===== config.mk =====
export PLATFORM = sky130hd
export DESIGN_NAME = pixscan_top
export DESIGN_NICKNAME = d
export VERILOG_FILES = /design/src/rtl/pixscan_pkg.sv /design/src/rtl/pixscan_regs.sv /design/src/rtl/pixscan_timing.sv /design/src/rtl/pixscan_fetch.sv /design/src/rtl/pixscan_top.sv
export SDC_FILE = /design/constraint.sdc
export NUM_CORES = 1
export LEC_CHECK = 0
export ABC_AREA = 1
export ABC_CLOCK_PERIOD_IN_PS = 3700
export CAP_MARGIN = 0
export CORE_ASPECT_RATIO = 1.75
export CORE_MARGIN = 10
export CORE_UTILIZATION = 64
export DETAILED_ROUTE_END_ITERATION = 8
export DONT_BUFFER_PORTS = 1
export PLACE_DENSITY = 0.8
export SLEW_MARGIN = 20
export SYNTH_ARGS = -nofsm -noshare
export SYNTH_HDL_FRONTEND = slang
export SYNTH_SLANG_ARGS = --single-unit

===== constraint.sdc =====
create_clock -name clk -period 3.7 [get_ports clk]
set_input_delay 0.185 -clock clk [delete_from_list [all_inputs] [get_ports clk]]
set_output_delay 0.185 -clock clk [all_outputs]
set_load 0.1 [all_outputs]

===== src/rtl/pixscan_pkg.sv =====
`timescale 1ns/1ps
package pixscan_pkg;

  localparam int CTRL_EN_BIT  = 0;
  localparam int CTRL_ROT_BIT = 1;
  localparam int SEL_BIT      = 2;

  typedef struct packed {
    logic rot;
    logic en;
  } disp_ctrl_t;

  typedef struct packed {
    logic [7:0] r;
    logic [7:0] g;
    logic [7:0] b;
  } rgb_t;

  function automatic rgb_t split_word(input logic [31:0] w);
    rgb_t p;
    p.r = w[23:16];
    p.g = w[15:8];
    p.b = w[7:0];
    return p;
  endfunction

endpackage


===== src/rtl/pixscan_regs.sv =====
`timescale 1ns/1ps
module pixscan_regs
  import pixscan_pkg::*;
#(
  parameter int BUS_W     = 32,
  parameter int BASE_BITS = 11
) (
  input  logic                 clk,
  input  logic                 rst_n,
  input  logic                 wr,
  input  logic [2:0]           off,
  input  logic [BUS_W-1:0]     wdata,
  output logic [BASE_BITS-1:0] base_hi,
  output disp_ctrl_t           ctrl,
  output logic [BUS_W-1:0]     rdata
);
  localparam int LOW_BITS = BUS_W - BASE_BITS;

  logic [BASE_BITS-1:0] base_q, base_d;
  disp_ctrl_t           ctrl_q, ctrl_d;
  logic                 base_we, ctrl_we;

  assign base_we = wr && !off[SEL_BIT];
  assign ctrl_we = wr &&  off[SEL_BIT];

  always_comb begin
    base_d = base_q;
    ctrl_d = ctrl_q;
    if (base_we) base_d = wdata[BUS_W-1 -: BASE_BITS];
    if (ctrl_we) begin
      ctrl_d.en  = wdata[CTRL_EN_BIT];
      ctrl_d.rot = wdata[CTRL_ROT_BIT];
    end
  end

  always_ff @(posedge clk or negedge rst_n) begin
    if (!rst_n) begin
      base_q <= '0;
      ctrl_q <= '0;
    end else begin
      if (base_we) base_q <= base_d;
      if (ctrl_we) ctrl_q <= ctrl_d;
    end
  end

  assign base_hi = base_q;
  assign ctrl    = ctrl_q;
  assign rdata   = off[SEL_BIT] ? {{(BUS_W-2){1'b0}}, ctrl_q}
                                : {base_q, {LOW_BITS{1'b0}}};

  logic unused_bits;
  assign unused_bits = ^{off[1:0], wdata[LOW_BITS-1:2]};

endmodule


===== src/rtl/pixscan_timing.sv =====
`timescale 1ns/1ps
module pixscan_timing #(
  parameter int H_ACT      = 640,
  parameter int H_SYNC_BEG = 656,
  parameter int H_SYNC_END = 752,
  parameter int H_TOTAL    = 800,
  parameter int V_ACT      = 480,
  parameter int V_SYNC_BEG = 490,
  parameter int V_SYNC_END = 492,
  parameter int V_TOTAL    = 525
) (
  input  logic clk,
  input  logic rst_n,
  output logic act,
  output logic hs_on,
  output logic vs_on,
  output logic line_end,
  output logic restart
);
  localparam int HW = $clog2(H_TOTAL);
  localparam int VW = $clog2(V_TOTAL);
  localparam logic [HW-1:0] H_LAST = HW'(H_TOTAL - 1);
  localparam logic [VW-1:0] V_LAST = VW'(V_TOTAL - 1);

  logic [HW-1:0] h_q, h_d;
  logic [VW-1:0] v_q, v_d;

  always_comb begin
    h_d = line_end ? '0 : h_q + 1'b1;
    v_d = v_q;
    if (line_end) v_d = (v_q == V_LAST) ? '0 : v_q + 1'b1;
  end

  always_ff @(posedge clk or negedge rst_n) begin
    if (!rst_n) begin
      h_q <= '0;
      v_q <= '0;
    end else begin
      h_q <= h_d;
      v_q <= v_d;
    end
  end

  assign line_end = (h_q == H_LAST);
  assign restart  = line_end && (v_q == VW'(V_ACT - 1));
  assign act      = (h_q < HW'(H_ACT)) && (v_q < VW'(V_ACT));
  assign hs_on    = (h_q >= HW'(H_SYNC_BEG)) && (h_q < HW'(H_SYNC_END));
  assign vs_on    = (v_q >= VW'(V_SYNC_BEG)) && (v_q < VW'(V_SYNC_END));

endmodule


===== src/rtl/pixscan_fetch.sv =====
`timescale 1ns/1ps
module pixscan_fetch #(
  parameter int AW        = 30,
  parameter int BASE_BITS = 11,
  parameter int STRIDE_LG = 10,
  parameter int H_ACT     = 640,
  parameter int V_ACT     = 480,
  parameter int DEPTH     = 16
) (
  input  logic                       clk,
  input  logic                       rst_n,
  input  logic                       restart,
  input  logic                       run,
  input  logic                       rot,
  input  logic [BASE_BITS-1:0]       base_hi,
  output logic                       mem_req,
  output logic [AW-1:0]              mem_addr,
  input  logic                       mem_ready,
  input  logic                       mem_rvalid,
  input  logic [31:0]                mem_rdata,
  input  logic                       pop,
  output logic [31:0]                head,
  output logic                       empty,
  output logic [$clog2(DEPTH+1):0]   occ
);
  localparam int CW = $clog2(H_ACT);
  localparam int RW = $clog2(V_ACT + 1);
  localparam int PW = $clog2(DEPTH);
  localparam int NW = $clog2(DEPTH + 1);
  localparam int OW = NW + 1;

  logic [CW-1:0] col_q, col_d, pcol;
  logic [RW-1:0] row_q, row_d, prow;
  logic [NW-1:0] infl_q, infl_d, drop_q, drop_d, cnt_q, cnt_d;
  logic [PW-1:0] wp_q, wp_d, rp_q, rp_d;
  logic [31:0]   store_q [DEPTH];
  logic          acc, push, done;

  assign prow     = rot ? RW'(V_ACT - 1) - row_q : row_q;
  assign pcol     = rot ? CW'(H_ACT - 1) - col_q : col_q;
  assign mem_addr = {base_hi, {(AW-BASE_BITS){1'b0}}}
                  + ((AW'(prow) << STRIDE_LG) | AW'(pcol));

  assign occ     = {1'b0, cnt_q} + {1'b0, infl_q};
  assign done    = (row_q == RW'(V_ACT));
  assign mem_req = run && !done && !restart && (occ < OW'(DEPTH));
  assign acc     = mem_req && mem_ready;
  assign push    = mem_rvalid && (drop_q == '0) && !restart;

  always_comb begin
    col_d  = col_q;
    row_d  = row_q;
    if (restart) begin
      col_d = '0;
      row_d = '0;
    end else if (acc) begin
      if (col_q == CW'(H_ACT - 1)) begin
        col_d = '0;
        row_d = row_q + 1'b1;
      end else begin
        col_d = col_q + 1'b1;
      end
    end
    infl_d = infl_q + NW'(acc) - NW'(mem_rvalid);
    drop_d = restart ? infl_d : drop_q - NW'(mem_rvalid && (drop_q != '0));
    wp_d   = restart ? '0 : (push ? ((wp_q == PW'(DEPTH-1)) ? '0 : wp_q + 1'b1) : wp_q);
    rp_d   = restart ? '0 : (pop  ? ((rp_q == PW'(DEPTH-1)) ? '0 : rp_q + 1'b1) : rp_q);
    cnt_d  = restart ? '0 : cnt_q + NW'(push) - NW'(pop);
  end

  always_ff @(posedge clk or negedge rst_n) begin
    if (!rst_n) begin
      col_q  <= '0;
      row_q  <= RW'(V_ACT);
      infl_q <= '0;
      drop_q <= '0;
      cnt_q  <= '0;
      wp_q   <= '0;
      rp_q   <= '0;
    end else begin
      col_q  <= col_d;
      row_q  <= row_d;
      infl_q <= infl_d;
      drop_q <= drop_d;
      cnt_q  <= cnt_d;
      wp_q   <= wp_d;
      rp_q   <= rp_d;
    end
  end

  always_ff @(posedge clk) begin
    if (push) store_q[wp_q] <= mem_rdata;
  end

  assign head  = store_q[rp_q];
  assign empty = (cnt_q == '0);

endmodule


===== src/rtl/pixscan_top.sv =====
`timescale 1ns/1ps
module pixscan_top
  import pixscan_pkg::*;
#(
  parameter int BUS_W      = 32,
  parameter int BASE_BITS  = 11,
  parameter int STRIDE_LG  = 10,
  parameter int H_ACT      = 640,
  parameter int H_SYNC_BEG = 656,
  parameter int H_SYNC_END = 752,
  parameter int H_TOTAL    = 800,
  parameter int V_ACT      = 480,
  parameter int V_SYNC_BEG = 490,
  parameter int V_SYNC_END = 492,
  parameter int V_TOTAL    = 525,
  parameter int FIFO_DEPTH = 16
) (
  input  logic             clk,
  input  logic             rst_n,
  input  logic             reg_wr,
  input  logic [2:0]       reg_off,
  input  logic [BUS_W-1:0] reg_wdata,
  output logic [BUS_W-1:0] reg_rdata,
  output logic             mem_req,
  output logic [BUS_W-3:0] mem_addr,
  input  logic             mem_ready,
  input  logic             mem_rvalid,
  input  logic [31:0]      mem_rdata,
  output logic             hsync_n,
  output logic             vsync_n,
  output logic             de,
  output logic [7:0]       red,
  output logic [7:0]       green,
  output logic [7:0]       blue,
  output logic             underflow
);
  localparam int AW  = BUS_W - 2;
  localparam int OWW = $clog2(H_ACT * V_ACT + 1);

  logic [BASE_BITS-1:0] base_live, frame_base_q;
  disp_ctrl_t           ctrl_live, frame_q;
  logic                 act, hs_on, vs_on, line_end, restart;
  logic                 pop, empty, serve, discard, miss;
  logic [31:0]          head;
  logic [$clog2(FIFO_DEPTH+1):0] fill_occ;
  logic [OWW-1:0]       owed_q, owed_d;
  logic                 dead_q, dead_d, uf_q, uf_d;
  logic                 de_q, hs_q, vs_q;
  rgb_t                 pix_q, pix_d;

  pixscan_regs #(.BUS_W(BUS_W), .BASE_BITS(BASE_BITS)) u_regs (
    .clk(clk), .rst_n(rst_n), .wr(reg_wr), .off(reg_off), .wdata(reg_wdata),
    .base_hi(base_live), .ctrl(ctrl_live), .rdata(reg_rdata)
  );

  pixscan_timing #(
    .H_ACT(H_ACT), .H_SYNC_BEG(H_SYNC_BEG), .H_SYNC_END(H_SYNC_END), .H_TOTAL(H_TOTAL),
    .V_ACT(V_ACT), .V_SYNC_BEG(V_SYNC_BEG), .V_SYNC_END(V_SYNC_END), .V_TOTAL(V_TOTAL)
  ) u_timing (
    .clk(clk), .rst_n(rst_n), .act(act), .hs_on(hs_on), .vs_on(vs_on),
    .line_end(line_end), .restart(restart)
  );

  pixscan_fetch #(
    .AW(AW), .BASE_BITS(BASE_BITS), .STRIDE_LG(STRIDE_LG),
    .H_ACT(H_ACT), .V_ACT(V_ACT), .DEPTH(FIFO_DEPTH)
  ) u_fetch (
    .clk(clk), .rst_n(rst_n), .restart(restart), .run(frame_q.en), .rot(frame_q.rot),
    .base_hi(frame_base_q), .mem_req(mem_req), .mem_addr(mem_addr),
    .mem_ready(mem_ready), .mem_rvalid(mem_rvalid), .mem_rdata(mem_rdata),
    .pop(pop), .head(head), .empty(empty), .occ(fill_occ)
  );

  // pixel slot service, owed-word accounting and line kill
  always_comb begin
    serve   = frame_q.en && act && !dead_q && (owed_q == '0) && !empty;
    miss    = frame_q.en && act && !serve;
    discard = !empty && (owed_q != '0);
    pop     = serve || discard;
    owed_d  = restart ? '0 : owed_q + OWW'(miss) - OWW'(discard);
    dead_d  = (restart || line_end) ? 1'b0 : (dead_q || miss);
    uf_d    = uf_q || miss;
    pix_d   = serve ? split_word(head) : '0;
  end

  always_ff @(posedge clk or negedge rst_n) begin
    if (!rst_n) begin
      frame_q      <= '0;
      frame_base_q <= '0;
      owed_q       <= '0;
      dead_q       <= 1'b0;
      uf_q         <= 1'b0;
      de_q         <= 1'b0;
      hs_q         <= 1'b1;
      vs_q         <= 1'b1;
      pix_q        <= '0;
    end else begin
      if (restart) begin
        frame_q      <= ctrl_live;
        frame_base_q <= base_live;
      end
      owed_q <= owed_d;
      dead_q <= dead_d;
      uf_q   <= uf_d;
      de_q   <= act;
      hs_q   <= !hs_on;
      vs_q   <= !vs_on;
      pix_q  <= pix_d;
    end
  end

  assign de        = de_q;
  assign hsync_n   = hs_q;
  assign vsync_n   = vs_q;
  assign red       = pix_q.r;
  assign green     = pix_q.g;
  assign blue      = pix_q.b;
  assign underflow = uf_q;

endmodule


==> flow_summary.json, run 1 <==
{
  "status": "complete, no violations",
  "worst_clock_skew_ns": 0.0217,
  "nets": 2336,
  "ys_warn_count": 0,
  "post_synth_num_cell_types": 46,
  "syn_area_um2": 22900,
  "initial_utilization": 0.650,
  "setup_viol": 0,
  "yosysSeqAreaShare": 0.651,
  "crit_path_end_kind": "register",
  "fp.dieW_um": 163,
  "clock_sinks": 520,
  "cp_num_buf_inv": 5,
  "gp_congestion": 0.921,
  "max_cap_violations": 0,
  "drt_iter0_drc": 1394,
  "dp_hpwl_um": 32600,
  "path_cells": "inv_1 -> ha_1 -> nand3_1 -> nor3_1 -> nand2_1 -> nand2_1 -> inv_1 -> ha_1 -> inv_1 -> ha_1 -> inv_1 -> fa_1 -> inv_1 -> nand3_1 -> and2_1 -> o21ai_0 -> a21oi_1 -> nand2_1 -> nand2_1 -> nor2_1",
  "p_per_area_nw_per_um2": 491,
  "fmax_ghz": 0.303,
  "rsz0062_at_grt": "false",
  "ant_nets": 0,
  "ctsRootBufferMaster": "clkbuf_16",
  "ios": 163,
  "track_usage": 0.245,
  "syn_to_final_growth_pct": 12.3,
  "cp_slowest_stage_delay_ns": 0.39,
  "routed_via_density": 5.96,
  "p_leak_nw": 10.6,
  "hold_viol": 0,
  "period_share": 0.893,
  "cts_buffers": 46,
  "finalWirelength_um": 55200,
  "slowest_stage": "dfrtp_1",
  "antenna_found_initial": 3,
  "postCtsSetupBuffers": 0,
  "peakVddDrop_mv": 0.503,
  "fp-row-count": 91,
  "synth-seq-cells": 520,
  "layout_commonest_cell": "nand2_1",
  "crit_family": "adder cells",
  "final_cell_mix": "nand2_1 (527), edfxtp_1 (384), nand3_1 (197)",
  "syn_area_per_cell_um2": 10.7,
  "drc_errors": 0,
  "grt_start_max_net_pins": 137,
  "vias": 16144,
  "die_y_um": 270,
  "synth_cells": 2152,
  "clk_pin_slew_ns": 0.07,
  "drive_gt1_frac": 0.0907,
  "htree_levels": 2,
  "tns_ns": 0,
  "grt.overflow.total": 0,
  "cts_tree": "built",
  "die_area_um2": 44100,
  "min_path_type": "in2reg",
  "crit_arrival_ns": 3.81,
  "grt_pass1_wl_um": 86400,
  "first_pass_iters": 5,
  "dp_slack_ns": 0.397,
  "fp.coreArea_um2": 35300,
  "worst_slew_pin_slew_ns": 1.19,
  "layout_setup_ws_ns": 0.395,
  "cts_buffer_depth": 3,
  "relSlewSlack": 0.208,
  "report.final.slew_viol_count": 0,
  "avgRoutedWirePerCell_um": 20.4,
  "worstSkewPairLatency_ns": 0.57,
  "cp-start-kind": "register",
  "required_ns": 4.20,
  "cp_max_fo": 4,
  "cp_common_cell": "inv_1",
  "critical_path_class": "reg2reg",
  "post-route-min-period_ns": 3.30,
  "first_global_vias": 16255,
  "portBuffers": 0
}
==> what timing repair did <==
action | CTS | global route
setup endpoints to repair | 0 | 1
endpoints found under the hold margin | 539 | 0
resized for setup | 0 | 1
hold buffers | 43 | 0
==> state kept, by name, indices dropped and copies added, names as in the netlist, 5 cells and up <==
| register | count |
|---|---|
| u_fetch.drop_q | 5 |
| u_regs.base_hi | 11 |
| frame_base_q | 11 |
| green | 8 |
| u_fetch.col_q | 10 |
| u_timing.v_q | 10 |
| u_fetch.row_q | 9 |
| red | 8 |
| owed_q | 19 |
| u_timing.h_q | 10 |
| u_fetch.cnt_q | 5 |
| u_fetch.store_q | 384 |
| blue | 8 |
| u_fetch.infl_q | 5 |
==> per-layer routing <==
metal  global-route usage  wire [um]  part of all wire  vias to the layer above
met5                    0          0                 0                        -
met4                0.107       2090             0.038                        0
met3               0.0359       4110             0.074                      147
met2                0.446      29700              0.54                      758
met1                0.276      19300              0.35                     7879
li1                     -          -                 -                     7360
==> cell usage after synthesis, drive strengths merged <==
cell | instances | share of area
conb | 1 | 0.00016
nand3b | 1 | 0.00033
a22oi | 59 | 0.019
o21a | 1 | 0.00033
nor3 | 13 | 0.0031
o21ai | 49 | 0.011
dfstp | 6 | 0.0069
a21o | 1 | 0.00033
ha | 60 | 0.033
nor4 | 3 | 0.00082
xor2 | 39 | 0.015
fa | 3 | 0.0026
a21oi | 185 | 0.040
buf | 64 | 0.016
dfrtp | 130 | 0.14
mux2 | 2 | 0.00098
a31oi | 1 | 0.00027
clkbuf | 54 | 0.0089
nand3 | 200 | 0.044
xnor2 | 8 | 0.0031
inv | 168 | 0.027
a211oi | 2 | 0.00065
nor3b | 4 | 0.0013
clkinv | 1 | 0.00016
nor2 | 165 | 0.028
nand2 | 528 | 0.087
o21bai | 4 | 0.0013
a2111oi | 1 | 0.00038
a21boi | 2 | 0.00065
and2 | 1 | 0.00027
edfxtp | 384 | 0.50
a211o | 1 | 0.00038
nand4 | 9 | 0.0025
or2 | 2 | 0.00055
==> power by group <==
group / switching, W / leakage (nW) / internal (W) / total [W]
clock: 0.00211 / 0.763 / 0.00294 / 0.00505
sequential: 0.000103 / 5.23 / 0.00642 / 0.00653
combinational: 0.000752 / 4.64 / 0.000328 / 0.00108
total: 0.00297 / 10.6 / 0.00969 / 0.0127
==> stage by stage <==
step | std cells | power [W] | util | area (um2) | hold WS, ns
2_1_floorplan | 2170 | 0.00739 | - | 23000 | -0.111
3_3_place_gp | 2575 | 0.00752 | 0.672 | 23700 | -0.106
3_5_place_dp | 2575 | 0.00759 | 0.672 | 23700 | -0.106
4_1_cts | 2704 | 0.0127 | 0.730 | 25800 | 0.0580
5_1_grt | 2707 | 0.0131 | 0.730 | 25800 | 0.0929
6_report | 2707 | 0.0127 | 0.730 | 25800 | 0.0764
==> logic make-up after synthesis <==
family          after synthesis  synth area share
simple gates                926             0.167
flops                       520             0.651
compound gates              306            0.0748
buf+inv                     287            0.0522
fa+ha+maj                    63            0.0353
xor+xnor                     47            0.0179
mux                           2          0.000981
other cells                   1          0.000163
==> tightest hold or removal path: stages <==
cell and delay [ns]:
ha_1 0.21, inv_1 0.05, ha_1 0.15
==> cell type report <==
class	count	area (um2)
clock inverter	28	375
inverter	169	637
fill	2305	9530
timing repair buffer	101	933
tap	465	582
sequential	520	15000
antenna	3	7.51
clock buffer	58	1230
multi-input combinational	1363	7050
==> worst paths after layout <==
check                                    end  slack (ns)       startpoint  depth (start not counted)
max reg2reg                       owed_q[14]        0.40        owed_q[5]                         20
min in group asynchronous            blue[4]        0.30            rst_n                          2
min                        u_fetch.infl_q[0]        0.08       mem_rvalid                          3
max                               owed_q[14]        0.40        owed_q[5]                         20
min reg2reg                  u_timing.h_q[2]        0.50  u_timing.h_q[2]                          1
max in group asynchronous    u_fetch.rp_q[1]        2.76            rst_n                          2
No activity file was read; power rests on OpenSTA's default activity.
==> inputs of run 2 (changes only) <==
--- a/config.mk
+++ b/config.mk
@@ -14,6 +14,7 @@
 export DETAILED_ROUTE_END_ITERATION = 8
 export DONT_BUFFER_PORTS = 1
 export PLACE_DENSITY = 0.8
+export REMOVE_ABC_BUFFERS = 1
 export SLEW_MARGIN = 20
 export SYNTH_ARGS = -nofsm -noshare
 export SYNTH_HDL_FRONTEND = slang
==> run 2 against run 1 <==
- core utilization fell by 0.46 points
- maximum frequency fell by 2.8%
- global-route usage fell by 0.23 points
- setup slack got worse by 0.096 ns
- via count fell by 0.17%
- die area did not move
- register-to-register slack got worse by 0.096 ns
- sequential share of layout area rose by 0.37 points
- routed wire length fell by 0.33%
- first-iteration DRC count rose by 13%
- clock skew fell by 0.0087 ns
- largest power group unchanged
- highest routed layer unchanged
==> flow_summary.json, run 2 (synthesized netlist as in run 1, its figures left out) <==
{
  "status": "complete, no violations",
  "r2r-end": "owed_q[16]",
  "grt.overflow.total": 0,
  "avgRoutedWirePerCell_um": 20.4,
  "final_cell_mix": "nand2_1 (527), edfxtp_1 (384), nand3_1 (197)",
  "worst_clock_skew_ns": 0.0130,
  "first_pass_iters": 6,
  "fp-row-count": 91,
  "cp_num_buf_inv": 5,
  "fmax_ghz": 0.294,
  "report.final.slew_viol_count": 0,
  "layout_commonest_cell": "nand2_1",
  "gp_congestion": 0.878,
  "grt_start_max_net_pins": 137,
  "dp_hpwl_um": 31300,
  "routed_via_density": 5.97,
  "multi_input_area_um2": 7060,
  "ant_nets": 0,
  "die_y_um": 270,
  "ios": 163,
  "htree_levels": 2,
  "cts_buffers": 45,
  "crit_path_end_kind": "register",
  "reg_top3": "u_fetch.store_q: 384 flops, owed_q: 19 flops",
  "nets": 2330,
  "max_cap_violations": 0,
  "cp-start-kind": "register",
  "cts_buffer_depth": 3,
  "first_global_vias": 16304,
  "hold-path-cell-count": 3,
  "reg2reg_slack_ns": 0.30,
  "worstSkewPairLatency_ns": 0.57,
  "clock_sinks": 520,
  "period_share": 0.919,
  "reg2regPathDepth": 19,
  "setup_viol": 0,
  "clk_pin_slew_ns": 0.06,
  "cp_common_cell": "inv_1",
  "utilization": 0.725,
  "min_from": "mem_rvalid",
  "p_per_area_nw_per_um2": 483,
  "worstReg2RegStart": "owed_q[11]",
  "rsz0062_at_grt": "false",
  "peakVddDrop_mv": 0.521,
  "ctsRootBufferMaster": "clkbuf_16",
  "antenna_found_initial": 2,
  "finalWirelength_um": 55000,
  "p_leak_nw": 10.6,
  "fp.coreArea_um2": 35300,
  "die_area_um2": 44100,
  "min_to": "u_fetch.infl_q[0]",
  "post-route-min-period_ns": 3.40,
  "path_cells": "inv_1 -> ha_1 -> nand3_1 -> nor3_1 -> nand2_1 -> nand2_1 -> inv_1 -> ha_1 -> inv_1 -> ha_1 -> inv_1 -> fa_1 -> inv_1 -> nand3_1 -> and2_1 -> o21ai_0 -> nand3_1 -> a21oi_1 -> nor2_1",
  "worst_slew_pin_slew_ns": 1.15,
  "track_usage": 0.243,
  "syn_to_final_growth_pct": 11.6,
  "largest_register_ffs": 384,
  "crit_family": "simple AND/OR/NAND/NOR gates",
  "tns_ns": 0,
  "required_ns": 4.15,
  "cp_slowest_stage_delay_ns": 0.40,
  "cp_max_fo": 4,
  "slowest_stage": "dfrtp_1",
  "relSlewSlack": 0.233,
  "cts_tree": "built",
  "drt_iter0_drc": 1576,
  "regArea_um2": 15000,
  "fillers": 2262,
  "fp.dieW_um": 163,
  "critical_path_class": "reg2reg",
  "critPathLaunch": "owed_q[11]",
  "drc_errors": 0,
  "regMostFlops": "u_fetch.store_q",
  "grt_pass1_wl_um": 85100,
  "hold_viol": 0,
  "drive_gt1_frac": 0.0892,
  "vias": 16116,
  "portBuffers": 0,
  "min_path_type": "in2reg",
  "crit_arrival_ns": 3.85,
  "initial_utilization": 0.650
}
run 2: changes by cell type in the layout (fill, tap and decap cells not counted), moves of 3 or more:
| cell | delta |
|---|---|
| clkinvlp_4 | -4 |
| bufinv_16 | -3 |
| clkbuf_1 | -3 |
| clkinv_2 | +5 |
| clkbuf_8 | +4 |
| buf_4 | -3 |
run 2: layout make-up:
class,instances,area share
clock buffers,57,0.0477
well taps,465,0.0227
clock inverters,26,0.0106
flip-flops and latches,520,0.584
multi-input cells,1363,0.276
repair buffers,96,0.0340
inverters,169,0.0250
diodes,3,0.000293
run 2: worst max-delay path by stage:
stage / cells after the start / slack (ns) / endpoint
final: 19 / 0.30 / owed_q[16]
after global routing: 19 / 0.02 / owed_q[16]
after CTS: 19 / 0.28 / owed_q[16]
after detailed placement: 19 / 0.29 / owed_q[16]
after global placement: 19 / 0.33 / owed_q[16]
after floorplan: 7 / -4.30 / blue[0]
run 2: per-stage QoR:
stage | power, W | setup slack [ns] | std cells | hold slack [ns] | instance area [um2]
finish | 0.0124 | 0.299 | 2699 | 0.0968 | 25600
global route | 0.0128 | 0.0244 | 2698 | 0.106 | 25600
CTS | 0.0124 | 0.278 | 2696 | 0.0854 | 25600
detailed placement | 0.00757 | 0.295 | 2570 | -0.0990 | 23700
global placement | 0.00752 | 0.329 | 2570 | -0.0983 | 23700
floorplan | 0.00738 | -4.30 | 2052 | -0.111 | 22500
run 2: power breakdown:
part	internal, W	switching, W	total [W]
registers	0.00642	0.0000984	0.00652
clock network	0.00270	0.00206	0.00476
logic	0.000326	0.000753	0.00108
run 2: what timing repair did:
item / in CTS / in global routing
resized for setup: 0 / 0
endpoints found under the hold margin: 540 / 0
hold buffers: 43 / 0
setup buffers: 0 / 0
endpoints found under the setup margin: 0 / 0
run 2: worst min-delay path: cells and delay by family:
kind       cells  cell delay [ns]
fa+ha+maj      2             0.36
buf+inv        1             0.06
run 2: metal layers:
layer / part of all wire / wire (um) / vias up / GRT usage
met5: 0 / 0 / - / 0
met4: 0.037 / 2060 / 0 / 0.115
li1: - / - / 7356 / -
met3: 0.088 / 4840 / 147 / 0.0386
met2: 0.53 / 28900 / 817 / 0.434
met1: 0.35 / 19200 / 7796 / 0.275
==> inputs of run 3 (changes only) <==
--- a/config.mk
+++ b/config.mk
@@ -5,15 +5,14 @@
 export SDC_FILE = /design/constraint.sdc
 export NUM_CORES = 1
 export LEC_CHECK = 0
-export ABC_AREA = 1
 export ABC_CLOCK_PERIOD_IN_PS = 3700
 export CAP_MARGIN = 0
 export CORE_ASPECT_RATIO = 1.75
 export CORE_MARGIN = 10
-export CORE_UTILIZATION = 64
+export CORE_UTILIZATION = 63
 export DETAILED_ROUTE_END_ITERATION = 8
 export DONT_BUFFER_PORTS = 1
-export PLACE_DENSITY = 0.8
+export PLACE_DENSITY = 0.79
 export REMOVE_ABC_BUFFERS = 1
 export SLEW_MARGIN = 20
 export SYNTH_ARGS = -nofsm -noshare
==> run 3 against run 2 <==
- register-to-register slack got worse by 0.06 ns
- hold slack got worse by 0.071 ns
- sequential power rose by 0.6%
- critical endpoint is now owed_q[17]
- largest power group unchanged
- highest routed layer unchanged
==> flow_summary.json, run 3 <==
{
  "regMostFlops": "u_fetch.store_q",
  "p_leak_nw": 9.06,
  "portBuffers": 0,
  "reg2regPathDepth": 13,
  "p_sw_w": 0.00283,
  "multi_input_area_um2": 6810,
  "drive_gt1_frac": 0.221,
  "drt_iter0_drc": 790,
  "track_usage": 0.224,
  "combPwrFrac": 0.090,
  "clock_sinks": 520,
  "clk_pin_slew_ns": 0.07,
  "worst_slew_pin_slew_ns": 1.10,
  "synth_ff_type": "edfxtp_1",
  "cts_buffer_depth": 3,
  "min_path_type": "in2reg",
  "status": "complete, no violations",
  "synth.most_common_cell": "edfxtp_1",
  "p_per_area_nw_per_um2": 490,
  "syn_area_um2": 22100,
  "dp_slack_ns": 0.161,
  "r2r-end": "owed_q[17]",
  "first_pass_iters": 5,
  "yosysSeqAreaShare": 0.676,
  "routed_via_density": 6.20,
  "rsz0062_at_grt": "false",
  "internal-power_w": 0.00941,
  "ys_async_sr_fraction": 0.262,
  "ant_nets": 0,
  "place_inst": 1769,
  "cts_tree": "built",
  "largest_register_ffs": 384,
  "avgRoutedWirePerCell_um": 25.3,
  "ctsRootBufferMaster": "clkbuf_16",
  "fp-row-count": 90,
  "syn_to_final_growth_pct": 13.1,
  "cp_max_fo": 3,
  "cts_buffers": 44,
  "relSlewSlack": 0.265,
  "regArea_um2": 15000,
  "grt_pass1_wl_um": 73800,
  "crit_path_end_kind": "register",
  "post_synth_num_cell_types": 67,
  "worstReg2RegStart": "owed_q[8]",
  "peakVddDrop_mv": 0.487,
  "fin_cells": 1894,
  "netlist_top_cells_area": "edfxtp_1 (52%), dfrtp_1 (15%), mux4_2 (12%), ha_1 (3.4%), and2_1 (1.4%)",
  "crit_arrival_ns": 3.89,
  "layout_setup_ws_ns": 0.238,
  "htree_levels": 2,
  "required_ns": 4.13,
  "report.final.slew_viol_count": 0,
  "synth_cells": 1305,
  "synth-seq-cells": 520,
  "reg_top3": "u_fetch.store_q: 384 flops, owed_q: 19 flops",
  "layout_commonest_cell": "edfxtp_1",
  "gp_congestion": 0.865,
  "antenna_found_initial": 1,
  "first_global_vias": 12318,
  "reg2reg_slack_ns": 0.24,
  "seqPwrFrac": 0.536,
  "post-route-min-period_ns": 3.46,
  "setup_viol": 0,
  "ys_warn_count": 0,
  "worst_clock_skew_ns": 0.0218,
  "period_share": 0.936,
  "ys_top_cells_by_count": "edfxtp_1 (384), dfrtp_1 (130), mux4_2 (120)",
  "fillers": 2066,
  "grt.overflow.total": 0,
  "max_cap_violations": 0,
  "drc_errors": 0,
  "total_power_w": 0.0122,
  "die_y_um": 268,
  "die_area_um2": 43300,
  "synth-edff-count": 384,
  "cp-start-kind": "register",
  "fmax_ghz": 0.289,
  "ios": 163,
  "final_cell_mix": "edfxtp_1 (384), dfrtp_1 (127), mux4_2 (120)",
  "initial_utilization": 0.639,
  "grt_start_max_net_pins": 137,
  "yosys.area.top_type_share": 0.522,
  "synth.largest_area_cell": "edfxtp_1",
  "critPathLaunch": "owed_q[8]",
  "critical_path_class": "reg2reg",
  "utilization": 0.723,
  "nets": 1533,
  "finalWirelength_um": 48000,
  "dp_hpwl_um": 27900,
  "clkPwrFrac": 0.374,
  "worstSkewPairLatency_ns": 0.57,
  "crit_end": "owed_q[17]",
  "sw_frac_of_total": 0.231,
  "fp.dieW_um": 162,
  "syn_area_per_cell_um2": 16.9,
  "fp.coreArea_um2": 34600,
  "hold_viol": 0,
  "postCtsSetupBuffers": 0,
  "vias": 11740
}
## run 3: cell types whose count changed after synthesis, sizes merged, moves of 16 or more
cell    before  now
nor2b        0   24
nor2       165   70
and2         1   48
inv        168   61
mux2         2   28
clkbuf      54   21
a22oi       59    0
nand3      200   19
nand2      528   40
o21ai       49   33
buf         64   48
xnor2        8   27
a21oi      185   37
mux4         0  120
## run 3: metal layers
metal,up-vias,track usage,wire length [um],part of all wire
met3,100,0.0323,2670,0.056
li1,5100,-,-,-
met2,455,0.412,26400,0.55
met4,0,0.0787,1490,0.031
met5,-,0,0,0
met1,6085,0.263,17400,0.36
## run 3: worst min-delay path by stage
stage                                   to  cells past startpoint      start
after CTS                 u_fetch.row_q[1]                      4  mem_ready
after detailed placement   u_timing.h_q[9]                      0      rst_n
after global placement     u_timing.v_q[3]                      0      rst_n
final                     u_fetch.row_q[1]                      4  mem_ready
after floorplan                    blue[0]                      0      rst_n
after global routing      u_fetch.col_q[1]                      4  mem_ready
## run 3: final cells by class
| type | count | share of cell area |
|---|---|---|
| Sequential cell | 520 | 0.598 |
| Multi-Input combinational cell | 673 | 0.273 |
| Tap cell | 460 | 0.0230 |
| Clock inverter | 11 | 0.00476 |
| Clock buffer | 70 | 0.0524 |
| Timing Repair Buffer | 98 | 0.0395 |
| Antenna cell | 1 | 0.000100 |
| Inverter | 61 | 0.00917 |
## run 3: logic make-up after synthesis
logic type | count (synthesis) | share of synthesized area
AOI/OAI and AO/OA | 110 | 0.0314
xor gates and xnor gates | 61 | 0.0242
adders and majority gates | 63 | 0.0367
buffers and inverters | 130 | 0.0271
DFF | 520 | 0.676
muxes | 149 | 0.137
other | 1 | 0.000170
and+or+nand+nor | 271 | 0.0671
## run 3: power groups by stage
| stage | combinational, W | sequential [W] | clock, W |
|---|---|---|---|
| after floorplan | 0.000807 | 0.00664 | 0 |
| after global placement | 0.000934 | 0.00667 | 0 |
| after detailed placement | 0.000970 | 0.00668 | 0 |
| after CTS | 0.00111 | 0.00656 | 0.00465 |
| after global routing | 0.00123 | 0.00657 | 0.00485 |
| final | 0.00110 | 0.00656 | 0.00458 |
## run 3: critical path, stage by stage (launching register included)
cell      delay [ns]
dfrtp_1         0.35
inv_1           0.06
ha_1            0.23
and4b_1         0.25
a31oi_2         0.25
ha_1            0.24
inv_1           0.06
ha_1            0.28
a211oi_1        0.10
o311ai_1        0.30
a221oi_2        0.14
o41a_1          0.41
o31ai_1         0.29
mux2_2          0.38
## run 3: what timing repair did
action,4_1_cts,5_1_grt
hold buffers,43,0
setup endpoints to repair,0,8
hold endpoints to repair,537,0
gates resized for setup,0,5
## run 3: metrics by stage
| stage | area, um2 | TNS, ns | hold WS [ns] |
|---|---|---|---|
| detailed placement | 23100 | 0 | -0.103 |
| CTS | 24900 | 0 | 0.0132 |
| global route | 25000 | 0 | 0.0525 |
| global placement | 23100 | 0 | -0.103 |
| floorplan | 21800 | -237.77 | -0.111 |
| finish | 25000 | 0 | 0.0262 |
